--- config.mk ---
export PLATFORM = sky130hd
export DESIGN_NAME = fetch2_frontend
export DESIGN_NICKNAME = d
export VERILOG_FILES = /design/src/rtl/fetch2_frontend.sv
export SDC_FILE = /design/constraint.sdc
export NUM_CORES = 1
export LEC_CHECK = 0
export ABC_AREA = 0
export BUFFER_PORTS_ARGS = -buffer_cell sky130_fd_sc_hd__buf_2
export CORE_MARGIN = 3
export CORE_UTILIZATION = 35
export CTS_BUF_LIST = sky130_fd_sc_hd__clkbuf_8
export DETAILED_ROUTE_END_ITERATION = 7
export GPL_TIMING_DRIVEN = 0
export HOLD_SLACK_MARGIN = 0.1
export PLACE_DENSITY = 0.59
export SLEW_MARGIN = 10
export SYNTH_ARGS = -nofsm -noshare
export SYNTH_HDL_FRONTEND = slang
export SYNTH_SLANG_ARGS = --single-unit
--- constraint.sdc ---
create_clock -name clk -period 8.54 [get_ports clk]
set_input_delay 1.708 -clock clk [delete_from_list [all_inputs] [get_ports clk]]
set_output_delay 1.708 -clock clk [all_outputs]
set_load 0.005 [all_outputs]
--- src/rtl/fetch2_frontend.sv ---
module fetch2_frontend #(
  parameter logic [31:0] RESET_PC = 32'h0000_0000,
  parameter logic [31:0] NOP_WORD = 32'h0000_0013
) (
  input  logic        clk,
  input  logic        rst_n,
  output logic [31:0] imem_addr,
  input  logic [31:0] imem_data,
  input  logic [31:0] rs1_val,
  input  logic [31:0] rs2_val,
  output logic [31:0] ex_inst,
  output logic [31:0] ex_pc,
  output logic [31:0] link_val,
  output logic        redirect
);

  localparam logic [6:0] OP_BRANCH = 7'h63;
  localparam logic [6:0] OP_JAL    = 7'h6f;
  localparam logic [6:0] OP_JALR   = 7'h67;

  logic [31:0] pc_q, inst_q, epc_q;
  logic [31:0] imm_i, imm_b, imm_j, target, next_pc;
  logic        is_br, is_jal, is_jalr, eq, lt, taken;
  logic [2:0]  f3;

  assign f3      = inst_q[14:12];
  assign is_br   = inst_q[6:0] == OP_BRANCH;
  assign is_jal  = inst_q[6:0] == OP_JAL;
  assign is_jalr = inst_q[6:0] == OP_JALR;

  assign imm_i = {{20{inst_q[31]}}, inst_q[31:20]};
  assign imm_b = {{19{inst_q[31]}}, inst_q[31], inst_q[7], inst_q[30:25], inst_q[11:8], 1'b0};
  assign imm_j = {{11{inst_q[31]}}, inst_q[31], inst_q[19:12], inst_q[20], inst_q[30:21], 1'b0};

  // comparator: f3[1] selects unsigned ordering
  assign eq = rs1_val == rs2_val;
  assign lt = f3[1] ? (rs1_val < rs2_val) : ($signed(rs1_val) < $signed(rs2_val));

  always_comb begin
    case (f3)
      3'd0:    taken = eq;
      3'd1:    taken = !eq;
      3'd4,
      3'd6:    taken = lt;
      3'd5,
      3'd7:    taken = !lt;
      default: taken = 1'b0;
    endcase
  end

  always_comb begin
    if (is_jalr)     target = (rs1_val + imm_i) & ~32'd1;
    else if (is_jal) target = epc_q + imm_j;
    else             target = epc_q + imm_b;
  end

  assign redirect = is_jal || is_jalr || (is_br && taken);
  assign next_pc  = redirect ? target : pc_q + 32'd4;

  always_ff @(posedge clk or negedge rst_n) begin
    if (!rst_n) begin
      pc_q   <= RESET_PC;
      inst_q <= NOP_WORD;
      epc_q  <= RESET_PC;
    end else begin
      pc_q   <= next_pc;
      inst_q <= redirect ? NOP_WORD : imem_data;
      epc_q  <= pc_q;
    end
  end

  assign imem_addr = pc_q;
  assign ex_inst   = inst_q;
  assign ex_pc     = epc_q;
  assign link_val  = epc_q + 32'd4;

  assert_seq_fetch_R2: assert property (@(posedge clk) disable iff (!rst_n)
    (rst_n && !redirect) |=> imem_addr == $past(imem_addr) + 32'd4);

  assert_pc_follows_R2: assert property (@(posedge clk) disable iff (!rst_n)
    rst_n |=> ex_pc == $past(imem_addr));

  assert_kill_nop_R3: assert property (@(posedge clk) disable iff (!rst_n)
    (rst_n && redirect) |=> ex_inst == NOP_WORD);

  assert_single_bubble_R3: assert property (@(posedge clk) disable iff (!rst_n)
    (rst_n && redirect) |=> !redirect);

  assert_jal_target_R6: assert property (@(posedge clk) disable iff (!rst_n)
    (rst_n && ex_inst[6:0] == OP_JAL) |=> imem_addr == $past(ex_pc + imm_j));

  assert_jalr_even_R7: assert property (@(posedge clk) disable iff (!rst_n)
    (rst_n && ex_inst[6:0] == OP_JALR) |=> imem_addr[0] == 1'b0);

  assert_unused_f3_R4: assert property (@(posedge clk) disable iff (!rst_n)
    (ex_inst[6:0] == OP_BRANCH && ex_inst[14:13] == 2'b01) |-> !redirect);

endmodule

==> impl_results.md, run 1 <==
- Status: completed
- Hold EP: ex_pc[0]$_DFF_PN0_
- Overflow after GRT: 0
- Die width: 160 um
- Cell variety after synth: 66
- Hold depth: 0
- Commonest non-fill, non-tap cell in the layout: buf_2
- Syn-to-layout area delta: 21.3%
- Internal: 1.49 mW
- Wire length per cell: 17.8 um
- First-pass GRT wire length: 42300 um
- CTS Hold Bufs: 0
- Slew of the pin with the lowest slew margin: 1.11 ns
- N_diodes: 0
- Placed insts: 1505
- Vias in the first global route: 7696
- Final nets: 1397
- Met1 GRT Util: 26.8%
- Global route hottest layer: met2
- Power Dens Cells: 275 nW/um^2
- Worst R2R End: imem_addr[29]$_DFF_PN0_
- Share of post-route cells with drive strength above 1: 23.4%
- RSZ-0062 raised after global routing: no
- Cell area after synthesis: 8280 um^2
- Worst endpoint data arrival time: 4.66 ns
- Final Critical Period: 6.37 ns
- Clock Path Buffers: 2
- Number of synthesized register bits: 96
- Clk_lat worst skew: 0.41 ns
- Synth Area in Compound Gates: 20.6%
- Slew Viols, Final: 0
- F_max: 0.157 GHz
- Syn_nets: 1159
- Clock sinks: 96
- Clock transition at path regs: 0.10 ns
- FF-to-FF Start: ex_inst[0]$_DFF_PN1_
- Num CTS Buffers: 9
- Total Power: 2.76 mW
- Kind of critical path: primary input to primary output
- Worst hold path class: flop to flop
- CTS H-tree lvls: 3
- Pleak: 4.88 nW
- Flop pwr share: 32.2%
- Hpwl dp: 21900 um
- Setup Fix Bufs, Post-CTS: 0
- Share of flip-flops with an asynchronous set or reset: 100%
- Final TNS setup: 0 ns
- Hold Crit Start: imem_addr[0]$_DFFE_PN0P_
- Top Ports: 227
- FP Rows: 55
- Simple-gate share of the synthesized area: 18.8%
- Combinational family with the most area after synthesis: compound AO/OA/AOI/OAI gates
- Die Area: 25500 um^2
- Critical Path Fanout Max: 10
- Height of the chip: 160 um
- Multiplexer share of the synthesized area: 1.18%
- CP startpoint kind: primary input
- Worst R2R Setup Slack: 3.09 ns
- Seq/Total Area, Yosys: 29.1%
- Core area: 22900 um^2
- Hold Fails Final Rpt: 0
- Total Wirelength: 27100 um
- Max_cap viols: 0
- Critical path endpoint category: primary output
- Mean Syn Cell Area: 8.58 um^2
- Starting Density: 36.1%
- Skew final: 0.0260 ns
- Root Driver: clkbuf_8
- Gate power share: 56.0%
- Iteration-0 DRC Markers: 432
- DRC: 0
- Final cell count without fillers: 1521
- Switch share: 46.2%
- Sw Pwr: 1.28 mW
- Ys flop type: dfrtp_1
- Fin crit share: 74.6%
- Port Buf Inserts: 226
- # setup viols final: 0
- Initial antenna violation count: 2
- Most frequent cells in the layout: buf_2, ha_1, dfrtp_1
- Maximum vdd drop: 0.159 mV
- All-Layer GR Usage: 20.8%
- Met3 usage: 4.46%
- Post-synth EDFFs: 0
- DR pass1 iterations: 5
- Post-Synthesis Cells: 965
- M2 GR Usage: 36.4%
- Worst hold slack: 0.411 ns
- Ys Warns: 0
- R2R depth: 15
- Post-cts sizing count: 0
- XOR/XNOR Fraction of Synth Area: 11.4%
- Clock power frac: 11.8%
- Worst path required time: 6.83 ns
- Max-slew headroom: 25.3%
- Routability Congestion: 0.873
- Total number of vias: 7953
- DRT antenna net count: 0
- Fillers: 2415
- Largest net degree at the start of global routing: 52
- Adder-cell share of the synthesized area: 14.7%
- Via density: 5.23
- CTS tree: done
layout make-up:
class | instances | area, um^2 | area share (%)
Buffer | 22 | 100 | 0.997
Inverter | 67 | 251 | 2.50
Timing Repair Buffer | 227 | 1160 | 11.6
Multi-Input combinational cell | 780 | 5520 | 55.0
Clock buffer | 9 | 124 | 1.23
Sequential cell | 96 | 2410 | 24.0
Tap cell | 313 | 392 | 3.90
Clock inverter | 7 | 80.1 | 0.798
power groups by stage:
stage	logic (mW)	clock network (mW)	registers, mW
detailed placement	1.53	0	0.897
global placement	1.53	0	0.891
global route	1.73	0.354	0.919
floorplan	1.01	0	0.823
finish	1.55	0.326	0.889
CTS	1.55	0.334	0.889
routing by layer:
layer | part of all wire (%) | routed length (um) | vias to the layer above
met5 | 0.10 | 27 | -
met4 | 1.2 | 317 | 4
met3 | 5.7 | 1540 | 24
met2 | 49 | 13200 | 242
met1 | 44 | 12000 | 3752
li1 | - | - | 3931
Yosys cell counts, types with 4 or more instances:
| cell type | instances | area (um^2) |
|---|---|---|
| ha_1 | 94 | 1180 |
| dfrtp_1 | 93 | 2330 |
| a21oi_1 | 85 | 425 |
| xnor2_1 | 79 | 692 |
| nor2_1 | 71 | 267 |
| inv_1 | 67 | 251 |
| nand2_1 | 65 | 244 |
| o21ai_0 | 54 | 270 |
| nand3_1 | 38 | 190 |
| nor2b_1 | 35 | 219 |
| a21o_1 | 32 | 240 |
| xor2_1 | 29 | 254 |
| nand4_1 | 19 | 119 |
| clkbuf_1 | 17 | 63.8 |
| and3_1 | 16 | 100 |
| a31oi_1 | 13 | 81.3 |
| nor3_1 | 11 | 55.1 |
| o21bai_1 | 11 | 82.6 |
| o211ai_1 | 10 | 75.1 |
| o21a_1 | 10 | 75.1 |
| and2_1 | 9 | 56.3 |
| nand2b_1 | 8 | 50.1 |
| a211oi_1 | 7 | 52.6 |
| and4_1 | 6 | 52.6 |
| mux2_2 | 6 | 67.6 |
| a221oi_1 | 5 | 43.8 |
| a31o_2 | 5 | 43.8 |
| or3_1 | 5 | 31.3 |
| a211o_1 | 4 | 35.0 |
| or2_2 | 4 | 25.0 |
worst max path at each step:
stage                      startpoint  endpoint  slack (ns)  cells after the start
final                     rs1_val[11]  redirect        2.17                     13
after global routing      rs1_val[11]  redirect        1.94                     13
after CTS                 rs1_val[11]  redirect        2.21                     13
after detailed placement  rs1_val[11]  redirect        2.21                     13
after global placement    rs1_val[11]  redirect        2.12                     13
after floorplan            rs2_val[9]  redirect        3.23                     12
cell families (layout without fill, tap and decap cells):
logic type,after synthesis,after routing
xor gates and xnor gates,108,108
muxes,9,9
AOI/OAI and AO/OA,264,264
adders and majority gates,96,96
and+or+nand+nor,303,303
DFF,96,96
buffers and inverters,89,332
critical path, stage by stage:
cell	delay, ns
buf_2	0.12
ha_1	0.30
and4_1	0.23
nor3b_1	0.38
o21ai_0	0.22
o211ai_1	0.15
a21oi_1	0.11
xnor2_1	0.25
a41o_1	0.22
buf_6	0.13
buf_2	0.32
buf_2	0.33
buf_2	0.18
metrics by stage:
step	area (um^2)	setup slack, ns	util [%]
5_1_grt	10000	1.94	43.8
6_report	10000	2.17	43.8
2_1_floorplan	8280	3.23	-
3_5_place_dp	9840	2.21	42.9
4_1_cts	10000	2.21	43.8
3_3_place_gp	9800	2.12	42.8
flip-flops by register name, indices dropped and copies added, names as in the netlist:
register   cells
ex_pc         32
ex_inst       32
imem_addr     32
Power figures use the tool's default switching activity.
==> run 2: changes to the inputs <==
Settings changed: ABC_AREA 0 to 1, PLACE_DENSITY 0.59 to 0.58.
Clock period 8.54 ns to 6.1 ns, I/O delays scaled along.
==> run 2 against run 1 <==
Clock-buffer cell count grew 1. Synthesized area grew 13%. Clock power grew 29%. Worst hold slack gained 0.012 ns. Setup slack lost 1.0 ns. Cell count grew 30%.
==> impl_results.md, run 2 <==
- Synth top area share: 24.9% (was 28.1%)
- Final nets: 1838 (was 1397)
- Starting Density: 35.7% (was 36.1%)
- DRC: 0 (unchanged)
- Post-synth EDFFs: 0 (unchanged)
- Clk_lat worst skew: 0.39 ns (was 0.41 ns)
- DR pass1 iterations: 6 (was 5)
- Post-Synthesis Cells: 1406 (was 965)
- # setup viols final: 0 (unchanged)
- Hpwl dp: 27300 um (was 21900 um)
- Largest net degree at the start of global routing: 62 (was 52)
- Total number of vias: 9904 (was 7953)
- DRT antenna net count: 0 (unchanged)
- Maximum vdd drop: 0.157 mV (was 0.159 mV)
- Clock Path Buffers: 2 (unchanged)
- Slew Viols, Final: 0 (unchanged)
- FP Rows: 59 (was 55)
- Critical Path Fanout Max: 10 (unchanged)
- Hold Fails Final Rpt: 0 (unchanged)
- Seq/Total Area, Yosys: 25.7% (was 29.1%)
- Overflow after GRT: 0 (unchanged)
- Syn-to-layout area delta: 18.9% (was 21.3%)
- Max-slew headroom: 44.1% (was 25.3%)
- RSZ-0062 raised after global routing: no (unchanged)
- Vias in the first global route: 9268 (was 7696)
- Wire length per cell: 16.3 um (was 17.8 um)
- CTS H-tree lvls: 3 (unchanged)
- Post-cts sizing count: 0 (unchanged)
- Initial antenna violation count: 0 (was 2)
- Commonest cells post-synth: nand2_1, inv_1, nor2_1, a21oi_1, nand3_1 (was ha_1, dfrtp_1, a21oi_1, xnor2_1, nor2_1)
- F_max: 0.202 GHz
- Total Wirelength: 32300 um (was 27100 um)
- Syn_nets: 1600 (was 1159)
- Top cells by area, synth: dfrtp_1, nand2_1, ha_1 (was dfrtp_1, ha_1, xnor2_1)
- CTS Hold Bufs: 0 (unchanged)
- Dominant cell by count in the synthesized netlist: nand2_1 (was ha_1)
- Final TNS setup: 0 ns (unchanged)
- Slew of the pin with the lowest slew margin: 0.839 ns (was 1.11 ns)
- Critical path endpoint category: primary output (unchanged)
- Height of the chip: 170 um (was 160 um)
- First-pass GRT wire length: 50400 um (was 42300 um)
- Status: completed (unchanged)
- Setup Fix Bufs, Post-CTS: 0 (unchanged)
- Worst path required time: 4.88 ns (was 6.83 ns)
- Root Driver: clkbuf_8 (unchanged)
- Top Ports: 227 (unchanged)
- Most frequent cells in the layout: nand2_1, buf_2, inv_1 (was buf_2, ha_1, dfrtp_1)
- CTS tree: done (unchanged)
- Pleak: 5.92 nW (was 4.88 nW)
- Port Buf Inserts: 226 (unchanged)
- Kind of critical path: primary input to primary output (unchanged)
- Total Power: 4.06 mW (was 2.76 mW)
- Final Critical Period: 4.95 ns
- Die Area: 28700 um^2 (was 25500 um^2)
- Area leader, netlist: dfrtp_1 (unchanged)
- Worst endpoint data arrival time: 3.73 ns (was 4.66 ns)
- Core area: 26200 um^2 (was 22900 um^2)
- Skew final: 0.0201 ns (was 0.0260 ns)
- Share of post-route cells with drive strength above 1: 17.8% (was 23.4%)
- Via density: 4.99 (was 5.23)
- Ys Warns: 0 (unchanged)
- Clock transition at path regs: 0.10 ns (about the same)
- Number of synthesized register bits: 96 (unchanged)
- Cell variety after synth: 43 (was 66)
- Mean Syn Cell Area: 6.66 um^2 (was 8.58 um^2)
- Share of flip-flops with an asynchronous set or reset: 100% (unchanged)
- Num CTS Buffers: 9 (unchanged)
- Ys flop type: dfrtp_1 (unchanged)
- Iteration-0 DRC Markers: 679 (was 432)
- Commonest non-fill, non-tap cell in the layout: nand2_1 (was buf_2)
- Max_cap viols: 0 (unchanged)
- Worst hold path class: flop to flop (unchanged)
- Clock sinks: 96 (unchanged)
- Fin crit share: 81.1%
- Routability Congestion: 0.946 (was 0.873)
- Power Dens Cells: 365 nW/um^2 (was 275 nW/um^2)
- N_diodes: 0 (unchanged)
- Cell area after synthesis: 9360 um^2 (was 8280 um^2)
- CP startpoint kind: primary input (unchanged)
- Die width: 170 um (was 160 um)
- All-Layer GR Usage: 22.3% (was 20.8%)
-- run 2: final timing paths --
path	slack, ns	startpoint	to	depth (start not counted)
max	1.15	rs1_val[31]	redirect	15
min	0.42	imem_addr[0]$_DFFE_PN0P_	ex_pc[0]$_DFF_PN0_	0
max reg2reg	2.23	ex_inst[1]$_DFF_PN1_	imem_addr[21]$_DFF_PN0_	23
min reg2reg	0.42	imem_addr[0]$_DFFE_PN0P_	ex_pc[0]$_DFF_PN0_	0
max in group asynchronous	4.65	rst_n	ex_pc[22]$_DFF_PN0_	2
min in group asynchronous	0.79	rst_n	ex_inst[15]$_DFF_PN0_	1
-- run 2: logic make-up after synthesis --
group	synth area share [%]
AOI/OAI and AO/OA	13.1
xor gates and xnor gates	6.18
adders and majority gates	13.0
buffers and inverters	8.03
DFF	25.7
and+or+nand+nor	34.0
-- run 2: through the flow --
step	cell area [um^2]	setup WS (ns)	instances	util, %	hold WS, ns
finish	11100	1.15	1984	42.5	0.423
global route	11100	0.861	1984	42.5	0.435
CTS	11100	1.10	1984	42.5	0.415
detailed placement	10900	1.11	1968	41.8	0.391
global placement	10900	1.15	1967	41.6	0.393
floorplan	9360	2.23	1406	-	0.396
-- run 2: worst max-delay path, stage by stage --
cell     delay [ns]
buf_2          0.12
ha_1           0.43
nand2_1        0.11
nor2_1         0.19
nand2_1        0.13
nor2_1         0.28
nand2_1        0.09
nand2_1        0.05
and3_1         0.14
inv_1          0.03
nand2_1        0.14
nand2_2        0.17
nand2_4        0.19
buf_2          0.27
buf_2          0.16
-- run 2: cell type report --
cell class              count  area, um^2
multi-input cells        1117        6200
repair buffers            227        1160
plain buffers              22         110
fillers                  2816       15100
flip-flops and latches     96        2410
well taps                 335         419
clock buffers              10         138
inverters                 171         642
clock inverters             6        47.5
-- run 2: where the power goes --
part | internal (mW) | total (mW) | switching (mW) | leakage, nW
sequential | 0.854 | 1.27 | 0.414 | 1.12
combinational | 0.961 | 2.37 | 1.41 | 4.70
clock | 0.166 | 0.420 | 0.254 | 0.0994
total | 1.98 | 4.06 | 2.08 | 5.92
-- run 2: per-layer routing --
metal	track usage (%)	part of all wire, %
met5	0	0
met3	3.49	5.2
met2	37.2	46
met1	30.8	47
met4	4.09	1.3
